## config.mk

```make
export PLATFORM = sky130hd
export DESIGN_NAME = line_slot_arbiter
export DESIGN_NICKNAME = d
export VERILOG_FILES = /design/src/rtl/lsa_pkg.sv /design/src/rtl/lsa_line_tracker.sv /design/src/rtl/lsa_slot_fsm.sv /design/src/rtl/lsa_port_mux.sv /design/src/rtl/line_slot_arbiter.sv
export SDC_FILE = /design/constraint.sdc
export NUM_CORES = 1
export LEC_CHECK = 0
export ABC_AREA = 1
export CAP_MARGIN = 15
export CORE_UTILIZATION = 35
export CTS_BUF_LIST = sky130_fd_sc_hd__clkbuf_8
export DETAILED_ROUTE_END_ITERATION = 16
export GPL_TIMING_DRIVEN = 0
export PLACE_DENSITY = 0.93
export SETUP_SLACK_MARGIN = 0.02
export SYNTH_ARGS = -nofsm -noshare
export SYNTH_HDL_FRONTEND = slang
export SYNTH_SLANG_ARGS = --single-unit
```

## constraint.sdc

```tcl
create_clock -name clk -period 2.3 [get_ports clk]
set_clock_uncertainty 0.15 [all_clocks]
set_input_delay 0.345 -clock clk [delete_from_list [all_inputs] [get_ports clk]]
set_output_delay 0.345 -clock clk [all_outputs]
set_load 0.01 [all_outputs]
```

## src/rtl/lsa_pkg.sv

```systemverilog
package lsa_pkg;

    // Slot sequencer states, in frame order
    typedef enum logic [2:0] {
        SL_RT0  = 3'd0,
        SL_CPU0 = 3'd1,
        SL_RT1  = 3'd2,
        SL_MBT0 = 3'd3,
        SL_RT2  = 3'd4,
        SL_CPU1 = 3'd5,
        SL_RT3  = 3'd6,
        SL_MBT1 = 3'd7
    } slot_e;

    // Requester class that owns a slot
    typedef enum logic [1:0] {
        OWN_RT  = 2'd0,
        OWN_CPU = 2'd1,
        OWN_MBT = 2'd2
    } owner_e;

    // Concrete requester routed to the RAM
    typedef enum logic [1:0] {
        SRC_ACQ  = 2'd0,
        SRC_DISP = 2'd1,
        SRC_MBT  = 2'd2,
        SRC_CPU  = 2'd3
    } src_e;

    // Field state: who the real-time slots serve on this line
    typedef enum logic {
        FLD_ACQ  = 1'b0,
        FLD_DISP = 1'b1
    } field_e;

    function automatic owner_e slot_owner(input slot_e s);
        owner_e o;
        unique case (s)
            SL_CPU0, SL_CPU1: o = OWN_CPU;
            SL_MBT0, SL_MBT1: o = OWN_MBT;
            default:          o = OWN_RT;
        endcase
        return o;
    endfunction

endpackage

```

## src/rtl/lsa_line_tracker.sv

```systemverilog
module lsa_line_tracker
    import lsa_pkg::*;
#(
    parameter int LINE_W   = 10,
    parameter int ACQ_LAST = 24
) (
    input  logic clk,
    input  logic rst_n,
    input  logic hsync,
    input  logic vsync,
    input  logic line_start,
    output logic sync_seen,
    output logic rt_acq
);

    localparam logic [LINE_W-1:0] LINE_FIRST = LINE_W'(1);
    localparam logic [LINE_W-1:0] LINE_MAX   = '1;
    localparam logic [LINE_W-1:0] ACQ_END    = LINE_W'(ACQ_LAST);

    logic              hpend_q;
    logic              vpend_q;
    logic              vs_seen;
    logic [LINE_W-1:0] line_q;
    logic [LINE_W-1:0] line_d;
    field_e            field_q;
    field_e            field_d;

    // A sync pulse is kept pending until the sequencer reaches a slot end
    always_comb begin
        sync_seen = hpend_q | vpend_q | hsync | vsync;
        vs_seen   = vpend_q | vsync;
    end

    always_ff @(posedge clk or negedge rst_n) begin
        if (!rst_n) begin
            hpend_q <= 1'b0;
            vpend_q <= 1'b0;
        end else if (line_start) begin
            hpend_q <= 1'b0;
            vpend_q <= 1'b0;
        end else begin
            hpend_q <= hpend_q | hsync;
            vpend_q <= vpend_q | vsync;
        end
    end

    // Next line number and field transition (TO_ACQ / TO_DISP)
    always_comb begin
        line_d  = line_q;
        field_d = field_q;
        if (line_start) begin
            if (vs_seen) begin
                line_d = LINE_FIRST;
            end else if (line_q != LINE_MAX) begin
                line_d = line_q + 1'b1;
            end
            unique case (field_q)
                FLD_ACQ:  field_d = (line_d > ACQ_END) ? FLD_DISP : FLD_ACQ;
                FLD_DISP: field_d = (line_d > ACQ_END) ? FLD_DISP : FLD_ACQ;
            endcase
        end
    end

    always_ff @(posedge clk or negedge rst_n) begin
        if (!rst_n) begin
            line_q  <= LINE_FIRST;
            field_q <= FLD_ACQ;
        end else begin
            line_q  <= line_d;
            field_q <= field_d;
        end
    end

    always_comb rt_acq = (field_q == FLD_ACQ);

    AST_VSYNC_FIRST_LINE: assert property (@(posedge clk) disable iff (!rst_n)
        (line_start && vs_seen) |=> (line_q == LINE_FIRST && field_q == FLD_ACQ));
    AST_ACQ_WINDOW: assert property (@(posedge clk) disable iff (!rst_n)
        (field_q == FLD_ACQ) |-> (line_q <= ACQ_END));
    AST_FIELD_HELD: assert property (@(posedge clk) disable iff (!rst_n)
        !line_start |=> $stable(field_q));

endmodule

```

## src/rtl/lsa_slot_fsm.sv

```systemverilog
module lsa_slot_fsm
    import lsa_pkg::*;
#(
    parameter int SLOT_CLKS = 2
) (
    input  logic  clk,
    input  logic  rst_n,
    input  logic  sync_seen,
    output slot_e slot,
    output logic  slot_first,
    output logic  slot_last,
    output logic  line_start
);

    localparam int              PH_W    = (SLOT_CLKS > 2) ? $clog2(SLOT_CLKS) : 1;
    localparam logic [PH_W-1:0] PH_LAST = PH_W'(SLOT_CLKS - 1);

    slot_e           slot_q;
    slot_e           slot_d;
    logic [PH_W-1:0] phase_q;
    logic [PH_W-1:0] phase_d;
    logic            at_end;

    // State register
    always_ff @(posedge clk or negedge rst_n) begin
        if (!rst_n) begin
            slot_q  <= SL_RT0;
            phase_q <= '0;
        end else begin
            slot_q  <= slot_d;
            phase_q <= phase_d;
        end
    end

    // Transitions: HOLD inside a slot, RESTART on sync, ADVANCE otherwise
    always_comb begin
        at_end  = (phase_q == PH_LAST);
        slot_d  = slot_q;
        phase_d = phase_q + 1'b1;
        if (at_end) begin
            phase_d = '0;
            if (sync_seen) begin
                slot_d = SL_RT0;
            end else begin
                unique case (slot_q)
                    SL_RT0:  slot_d = SL_CPU0;
                    SL_CPU0: slot_d = SL_RT1;
                    SL_RT1:  slot_d = SL_MBT0;
                    SL_MBT0: slot_d = SL_RT2;
                    SL_RT2:  slot_d = SL_CPU1;
                    SL_CPU1: slot_d = SL_RT3;
                    SL_RT3:  slot_d = SL_MBT1;
                    SL_MBT1: slot_d = SL_RT0;
                endcase
            end
        end
    end

    // Outputs
    always_comb begin
        slot       = slot_q;
        slot_first = (phase_q == '0);
        slot_last  = at_end;
        line_start = at_end & sync_seen;
    end

    AST_SLOT_HOLD: assert property (@(posedge clk) disable iff (!rst_n)
        !slot_last |=> $stable(slot_q));
    AST_FRAME_WRAP: assert property (@(posedge clk) disable iff (!rst_n)
        (slot_last && !sync_seen && slot_q == SL_MBT1) |=> (slot_q == SL_RT0));
    AST_RESTART_FIRST: assert property (@(posedge clk) disable iff (!rst_n)
        line_start |=> (slot_q == SL_RT0 && slot_first));

endmodule

```

## src/rtl/lsa_port_mux.sv

```systemverilog
module lsa_port_mux
    import lsa_pkg::*;
#(
    parameter int ADDR_W = 13,
    parameter int DATA_W = 8
) (
    input  logic              clk,
    input  logic              rst_n,
    input  slot_e             slot,
    input  logic              slot_first,
    input  logic              rt_acq,
    input  logic              acq_req,
    input  logic [ADDR_W-1:0] acq_addr,
    input  logic [DATA_W-1:0] acq_wdata,
    input  logic              disp_req,
    input  logic [ADDR_W-1:0] disp_addr,
    input  logic              mbt_req,
    input  logic              mbt_we,
    input  logic [ADDR_W-1:0] mbt_addr,
    input  logic [DATA_W-1:0] mbt_wdata,
    input  logic              cpu_req,
    input  logic              cpu_we,
    input  logic [ADDR_W-1:0] cpu_addr,
    input  logic [DATA_W-1:0] cpu_wdata,
    output logic              mem_en,
    output logic              mem_we,
    output logic [ADDR_W-1:0] mem_addr,
    output logic [DATA_W-1:0] mem_wdata,
    input  logic [DATA_W-1:0] mem_rdata,
    output logic [DATA_W-1:0] rd_byte,
    output logic              acq_done,
    output logic              disp_done,
    output logic              mbt_done,
    output logic              cpu_done,
    output logic              cpu_wait
);

    src_e              src;
    src_e              src_q;
    logic              served_q;
    logic              sel_req;
    logic              sel_we;
    logic [ADDR_W-1:0] sel_addr;
    logic [DATA_W-1:0] sel_wdata;
    logic              issue;

    // Which requester owns the current slot
    always_comb begin
        unique case (slot_owner(slot))
            OWN_CPU: src = SRC_CPU;
            OWN_MBT: src = SRC_MBT;
            default: src = rt_acq ? SRC_ACQ : SRC_DISP;
        endcase
    end

    // Route that requester's address, data and direction
    always_comb begin
        unique case (src)
            SRC_ACQ: begin
                sel_req   = acq_req;
                sel_we    = 1'b1;
                sel_addr  = acq_addr;
                sel_wdata = acq_wdata;
            end
            SRC_DISP: begin
                sel_req   = disp_req;
                sel_we    = 1'b0;
                sel_addr  = disp_addr;
                sel_wdata = '0;
            end
            SRC_MBT: begin
                sel_req   = mbt_req;
                sel_we    = mbt_we;
                sel_addr  = mbt_addr;
                sel_wdata = mbt_wdata;
            end
            SRC_CPU: begin
                sel_req   = cpu_req;
                sel_we    = cpu_we;
                sel_addr  = cpu_addr;
                sel_wdata = cpu_wdata;
            end
        endcase
    end

    always_comb begin
        issue     = slot_first & sel_req;
        mem_en    = issue;
        mem_we    = issue & sel_we;
        mem_addr  = sel_addr;
        mem_wdata = sel_wdata;
    end

    // Completion is one clock after issue, when read data is valid
    always_ff @(posedge clk or negedge rst_n) begin
        if (!rst_n) begin
            served_q <= 1'b0;
            src_q    <= SRC_ACQ;
        end else begin
            served_q <= issue;
            src_q    <= src;
        end
    end

    always_comb begin
        acq_done  = served_q && (src_q == SRC_ACQ);
        disp_done = served_q && (src_q == SRC_DISP);
        mbt_done  = served_q && (src_q == SRC_MBT);
        cpu_done  = served_q && (src_q == SRC_CPU);
        rd_byte   = mem_rdata;
        cpu_wait  = cpu_req & ~cpu_done;
    end

    AST_EN_FIRST_CLK: assert property (@(posedge clk) disable iff (!rst_n)
        mem_en |-> slot_first);
    AST_DONE_AFTER_EN: assert property (@(posedge clk) disable iff (!rst_n)
        (acq_done || disp_done || mbt_done || cpu_done) |-> $past(mem_en));
    AST_ONE_DONE: assert property (@(posedge clk) disable iff (!rst_n)
        $onehot0({acq_done, disp_done, mbt_done, cpu_done}));
    AST_ACQ_WROTE: assert property (@(posedge clk) disable iff (!rst_n)
        acq_done |-> $past(mem_we));
    AST_DISP_NO_WRITE: assert property (@(posedge clk) disable iff (!rst_n)
        disp_done |-> !$past(mem_we));
    AST_WE_NEEDS_EN: assert property (@(posedge clk) disable iff (!rst_n)
        mem_we |-> mem_en);
    AST_WAIT_RELEASE: assert property (@(posedge clk) disable iff (!rst_n)
        (cpu_req && !cpu_wait) |-> cpu_done);

endmodule

```

## src/rtl/line_slot_arbiter.sv

```systemverilog
module line_slot_arbiter
    import lsa_pkg::*;
#(
    parameter int ADDR_W    = 13,
    parameter int DATA_W    = 8,
    parameter int SLOT_CLKS = 2,
    parameter int LINE_W    = 10,
    parameter int ACQ_LAST  = 24
) (
    input  logic              clk,
    input  logic              rst_n,
    input  logic              hsync,
    input  logic              vsync,
    input  logic              acq_req,
    input  logic [ADDR_W-1:0] acq_addr,
    input  logic [DATA_W-1:0] acq_wdata,
    output logic              acq_done,
    input  logic              disp_req,
    input  logic [ADDR_W-1:0] disp_addr,
    output logic              disp_done,
    input  logic              mbt_req,
    input  logic              mbt_we,
    input  logic [ADDR_W-1:0] mbt_addr,
    input  logic [DATA_W-1:0] mbt_wdata,
    output logic              mbt_done,
    input  logic              cpu_req,
    input  logic              cpu_we,
    input  logic [ADDR_W-1:0] cpu_addr,
    input  logic [DATA_W-1:0] cpu_wdata,
    output logic              cpu_done,
    output logic              cpu_wait,
    output logic [DATA_W-1:0] rd_byte,
    output logic              mem_en,
    output logic              mem_we,
    output logic [ADDR_W-1:0] mem_addr,
    output logic [DATA_W-1:0] mem_wdata,
    input  logic [DATA_W-1:0] mem_rdata
);

    slot_e slot;
    logic  slot_first;
    logic  slot_last;
    logic  line_start;
    logic  sync_seen;
    logic  rt_acq;

    lsa_line_tracker #(
        .LINE_W   (LINE_W),
        .ACQ_LAST (ACQ_LAST)
    ) u_lines (
        .clk        (clk),
        .rst_n      (rst_n),
        .hsync      (hsync),
        .vsync      (vsync),
        .line_start (line_start),
        .sync_seen  (sync_seen),
        .rt_acq     (rt_acq)
    );

    lsa_slot_fsm #(
        .SLOT_CLKS (SLOT_CLKS)
    ) u_seq (
        .clk        (clk),
        .rst_n      (rst_n),
        .sync_seen  (sync_seen),
        .slot       (slot),
        .slot_first (slot_first),
        .slot_last  (slot_last),
        .line_start (line_start)
    );

    lsa_port_mux #(
        .ADDR_W (ADDR_W),
        .DATA_W (DATA_W)
    ) u_mux (
        .clk        (clk),
        .rst_n      (rst_n),
        .slot       (slot),
        .slot_first (slot_first),
        .rt_acq     (rt_acq),
        .acq_req    (acq_req),
        .acq_addr   (acq_addr),
        .acq_wdata  (acq_wdata),
        .disp_req   (disp_req),
        .disp_addr  (disp_addr),
        .mbt_req    (mbt_req),
        .mbt_we     (mbt_we),
        .mbt_addr   (mbt_addr),
        .mbt_wdata  (mbt_wdata),
        .cpu_req    (cpu_req),
        .cpu_we     (cpu_we),
        .cpu_addr   (cpu_addr),
        .cpu_wdata  (cpu_wdata),
        .mem_en     (mem_en),
        .mem_we     (mem_we),
        .mem_addr   (mem_addr),
        .mem_wdata  (mem_wdata),
        .mem_rdata  (mem_rdata),
        .rd_byte    (rd_byte),
        .acq_done   (acq_done),
        .disp_done  (disp_done),
        .mbt_done   (mbt_done),
        .cpu_done   (cpu_done),
        .cpu_wait   (cpu_wait)
    );

    AST_SLOT_BOUNDARY: assert property (@(posedge clk) disable iff (!rst_n)
        line_start |-> slot_last);

endmodule

```

## Word-level counts from Yosys, hierarchy flattened

Memories as Yosys holds them, arrays and structs flattened.
Index checks and enable logic that the tools add are counted.

- Memories kept: 1
- Logic and storage cells: 59
- Input port bits: 94
- Bits in registers: 20
- ROM bits: 24

Memory list:

| name | words | bits a word | rd ports | clocked after memory_dff | write ports | RTL line | text |
|---|---|---|---|---|---|---|---|
| (name not given) | 8 | 3 | 1 | 0 | 0 | lsa_slot_fsm.sv:45 | `unique case (slot_q)` |

- Reductions and logical operators: 8
- Bitwise gates (word level): 11
- Equal/unequal tests: 13
- Order comparisons: 1
- Add/subtract/negate cells: 2
- Mux-type cells: 15

Operators by type and width:

| cell | count |
|---|---|
| case mux 13 bit (4 select lines) | 1 |
| case mux 8 bit (4 select lines) | 1 |
| 2-to-1 mux 10 bit | 3 |
| adder 10 x 1 -> 10 bit (second input constant) | 1 |
| equality test 2 bit (second input constant) | 5 |
| > comparator 10 x 5 -> 1 bit (second input constant) | 1 |
| inequality test 10 bit (second input constant) | 1 |
| case mux 1 bit (4 select lines) | 2 |
| case mux 2 bit (2 select lines) | 2 |
| equality test 2 x 1 -> 1 bit (second input constant) | 3 |
| equality test 3 bit (second input constant) | 2 |
| 2-to-1 mux 1 bit | 5 |
| bitwise OR 1 bit | 5 |
| bitwise AND 1 bit | 4 |
| logical AND 1 bit | 4 |
| zero test 2 bit | 2 |
| OR reduction 2 bit | 2 |
| equality test 3 x 1 -> 1 bit (second input constant) | 1 |
| equality test 3 x 2 -> 1 bit (second input constant) | 1 |
| 2-to-1 mux 3 bit | 1 |
| NOT 1 bit | 2 |
| adder 1 bit (second input constant) | 1 |

## Depth between registers and ports, before layout

- Depth in word-level cells: 9
- Mapped depth: 12
- Mapped depth without buffers: 12

## By module

A second synthesis with hierarchy kept.

- Cell total of the unflattened synthesis: 288
- Area total of the unflattened synthesis: 1775.5 sq um

By module, submodules not included:

| module | times used | cells each | area an instance (sq um) |
|---|---|---|---|
| lsa_line_tracker | 1 | 119 | 857.1 |
| lsa_port_mux | 1 | 149 | 735.7 |
| lsa_slot_fsm | 1 | 20 | 182.7 |

## Worst setup path before layout

No wires, ideal clock.

- Kind: register to output
- From: reg u_seq.slot_q[1], in the netlist u_seq.slot[1]
- To: out mem_wdata[1]
- Setup slack: 0.040 ns
- Path buffers: 2
- Cell stages (with the launch flop): 10
- Data required time: 1.805 ns
- Arrival: 1.765 ns
- Cells stage by stage: dfrtp_1 inv_1 ha_1 clkbuf_1 ha_1 inv_1 nor2_1 clkbuf_1 nand2_1 nand3_1

- Longest elaborated chain between the ends: 7
- Elaborated cells between the ends (all ways): 15
- Classes of those cells: eq/ne (9); mux (3); reduce/logical (3)

RTL lines:

| element | RTL line | text |
|---|---|---|
| from (decl) | lsa_slot_fsm.sv:18 | `slot_e slot_q;` |
| from (signal assigned) | lsa_slot_fsm.sv:30 | `slot_q <= slot_d;` |
| equality test 3 x 2 -> 1 bit (tied with other cells) | lsa_pkg.sv:38 | `unique case (s)` |
| OR reduction 2 bit | lsa_pkg.sv:38 |  |
| case mux 2 bit (2 select lines) * | lsa_pkg.sv:38 |  |
| equality test 2 bit or equality test 2 x 1 -> 1 bit (tied branches) | lsa_port_mux.sv:49 | `unique case (slot_owner(slot))` |
| case mux 2 bit (2 select lines) * | lsa_port_mux.sv:49 |  |
| named net u_mux.src[1] | lsa_port_mux.sv:38 | `src_e src;` |
| equality test 2 bit (tied with other cells) | lsa_port_mux.sv:58 | `unique case (src)` |
| case mux 8 bit (4 select lines) * | lsa_port_mux.sv:58 |  |
| to (decl) | line_slot_arbiter.sv:36 | `output logic [DATA_W-1:0] mem_wdata,` |

The timed path passes the listed nets; every way through them passes the cells marked *.

## Final worst setup path

- From: reg u_seq.slot_q[1], in the netlist u_seq.slot[1]
- To: out mem_wdata[6]

- Longest elaborated chain between the ends: 7
- Elaborated cells between the ends (all ways): 15
- Classes of those cells: eq/ne (9); mux (3); reduce/logical (3)

RTL lines:

| element | RTL line |
|---|---|
| equality test 3 x 2 -> 1 bit (tied with other cells) | lsa_pkg.sv:38 |
| OR reduction 2 bit | lsa_pkg.sv:38 |
| case mux 2 bit (2 select lines) * | lsa_pkg.sv:38 |
| equality test 2 bit or equality test 2 x 1 -> 1 bit (tied branches) | lsa_port_mux.sv:49 |
| case mux 2 bit (2 select lines) * | lsa_port_mux.sv:49 |
| equality test 2 bit (tied with other cells) | lsa_port_mux.sv:58 |
| case mux 8 bit (4 select lines) * | lsa_port_mux.sv:58 |

Every way passes the cells marked *; elsewhere a longest branch is shown, timed or not.

==> impl_results.md <==
- Clock-pin slew on the worst setup and hold paths: 80 ps
- Largest family of logic cells by synthesized area: simple AND/OR/NAND/NOR gates
- Synthesized area: 1740 um2
- Core box area: 4750 um2
- Setup-failing EPs final: 23
- H-tree depth: 1
- Synth area leader: dfrtp_1
- Antenna cells: 0
- Post-DRT Antenna Nets: 0
- CP Buf/Inv Count: 6
- Commonest non-fill, non-tap cell in the layout: nand2_1
- Global-route wire length before repair: 11,700 um
- Commonest non-fill, non-tap cells in the layout: nand2_1, clkdlybuf4s50_1, buf_4, buf_2
- Area Overhead vs Synth: 98.9%
- Dpl hpwl: 4950 um
- Slowest CP cell: dfrtp_1
- VDD IR max: 0.000176 V
- CP Cell Sequence: buf_6 -> ha_4 -> inv_4 -> ha_4 -> buf_12 -> nor2_4 -> buf_4 -> buf_4 -> nand2_1 -> nand3_1 -> buf_2
- DRT Wirelength: 7950 um
- Fraction of layout cells with a size suffix above 1: 25.2%
- RSZ-0062 raised after global routing: true
- Mapped Avg Cell Area: 6.34 um2
- # rows: 25
- Design Power: 1.07 mW
- Post-Synth XOR/XNOR Area: 1.44%
- Clock buffer depth: 2
- Netlist cell types: 33
- Vias: 2,642
- CP max stage delay: 400 ps
- Initial antenna violation count: 0
- Yosys warns: 0
- DRC: 0
- Critical path fanouts, max: 6
- Tot GR Track Use: 29.0%
- Avg Vias per Cell: 5.34
- Final hold violation count: 0
- Syn_nets: 376
- Min-Delay Path Class: reg -> reg
- Top delay family on crit path: buffers and inverters
- Avg WL per Cell: 16.1 um
- Chip width: 72.6 um
- Post-synthesis adder-cell area fraction: 5.03%
- Post-synthesis mux area share: 0%
- Max-cap violation count: 0
- Number of synthesized register bits: 20
- Post-synthesis sequential area ratio: 28.8%
- Critical path capture point type: output port
- Worst skew pair latency: 270 ps
- Syn Inst Count: 275
- Leakage: 1.58 nW
- Die area: 5270 um2
- Req. time, crit path: 1800 ps
- NumNets Final: 530
- Max_slew headroom: 38.9%
- Ys async rst share: 100%
- Routability-driven placement congestion ratio: 0.883
- Final period utilization: 118%
- Placed Area: 3040 um2
- Clock root cell: clkbuf_8
- Vias in the first global route: 2,541
- Port buffer count: 121
- Post-Synth Simple-Gate Area: 45.0%
- CTS Sinks: 20
- Status: complete, but fails checks
- CTS tree: built
- Share of the synthesized area in the top cell type: 27.3%
- PnR worst setup slack: -405 ps
- GRT overflow: 0
- Worst hold margin: 321 ps
- Achievable Freq: 0.370 GHz
- I/O pin count: 130
- Failing checks: setup timing
- # fillers: 337
- Worst setup SP type: flip-flop
- Initial core utilization: 36.7%
- Crit path time final: 2700 ps
- 1st-iter DRT viols: 319
- Pin count of the biggest net entering global routing: 21
- CTS Hold Bufs: 0
- Max Slew Vio Count: 0
- Fin area: 3470 um2
- Pwr dens: 310 nW/um2
- Cts bufs inserted: 3
- Die Y-Extent: 72.6 um
- Worst Path Class, Setup: reg -> out
- CP Data Arrival Time: 2210 ps
- Top FF cell, synth: dfrtp_1
- Post-synth EDFFs: 0
- Drt pass-1 iters: 5
- Synth area leaders: dfrtp_1, nand2_1, nand3_1
- Worst Setup Slack post-DPL: -944 ps
- Worst-margin pin slew: 914 ps
- Compound-Gate Fraction of Synth Area: 8.33%
-- sequential cells by signal, indices dropped and copies added (netlist names) --
signal	cells
u_lines.line_q	10
u_mux.src_q	2
u_seq.slot	3
u_seq.slot_last	1
u_mux.served_q	1
u_lines.field_q	1
u_lines.vpend_q	1
u_lines.hpend_q	1
-- worst paths after layout --
path / startpoint / to / slack [ps] / depth (start not counted)
max: u_seq.slot[1] / mem_wdata[6] / -400 / 11
min: u_seq.slot_last / u_seq.slot_last / 320 / 1
max reg2reg: u_lines.line_q[0] / u_lines.line_q[1] / 120 / 8
min reg2reg: u_seq.slot_last / u_seq.slot_last / 320 / 1
max in group asynchronous: rst_n / u_seq.slot[0] / 950 / 1
min in group asynchronous: rst_n / u_lines.line_q[8] / 440 / 1
-- worst reg2reg max path: cells and delay by family (launching register included) --
family | cells | cell delay [ps]
compound gates | 3 | 590
flops | 1 | 580
simple gates | 3 | 380
fa+ha+maj | 1 | 200
buf+inv | 1 | 160
-- where the power goes --
part	internal, mW	switching [mW]	total (mW)	leakage (nW)
logic	0.255	0.161	0.416	1.29
clock network	0.153	0.131	0.284	0.0288
registers	0.362	0.0104	0.373	0.260
-- through the flow --
stage / instances / TNS, ps / utilization (%)
finish: 495 / -7810 / 72.9
global route: 495 / -8460 / 72.9
CTS: 490 / -5250 / 71.4
detailed placement: 463 / -20210 / 63.9
global placement: 463 / -18670 / 63.9
floorplan: 275 / 0 / -
-- metal layers --
metal	share of wire, %	routed length (um)	GRT usage (%)
met5	0	0	0
met4	7.5	596	19.2
met3	8.1	648	6.67
met2	50	4000	51.9
met1	34	2710	30.1
-- what timing repair did --
action | 4_1_cts | 5_1_grt
gates resized for setup | 146 | 14
cloned | 3 | 0
setup buffers | 21 | 6
pin swaps | 11 | 11
setup endpoints to repair | 24 | 23
-- synthesized netlist by cell type, types with 2 or more instances --
library cell and instances:
nand2_1 112, inv_1 22, nand3_1 21, dfrtp_1 19, nor2_1 17, nand4_1 15, o21ai_0 11, buf_4 9
clkbuf_1 9, ha_1 7, a21oi_1 6, o21ai_1 3, nor2_2 2, nor2_4 2, nor3_1 2
-- layout make-up --
| type | instances | area [um2] | area share, % |
|---|---|---|---|
| Inverter | 23 | 91.3 | 2.64 |
| Multi-Input combinational cell | 213 | 1160 | 33.5 |
| Timing Repair Buffer | 151 | 1400 | 40.4 |
| Buffer | 17 | 169 | 4.87 |
| Clock buffer | 4 | 55.1 | 1.59 |
| Sequential cell | 20 | 503 | 14.5 |
| Tap cell | 67 | 83.8 | 2.42 |
-- logic make-up (layout without fill, tap and decap cells) --
logic type	count (synthesis)	after routing
xor gates and xnor gates	2	2
AOI/OAI and AO/OA	26	26
and+or+nand+nor	178	178
DFF	20	20
adders and majority gates	7	7
buffers and inverters	42	195
(Power assumes the default switching activity.)
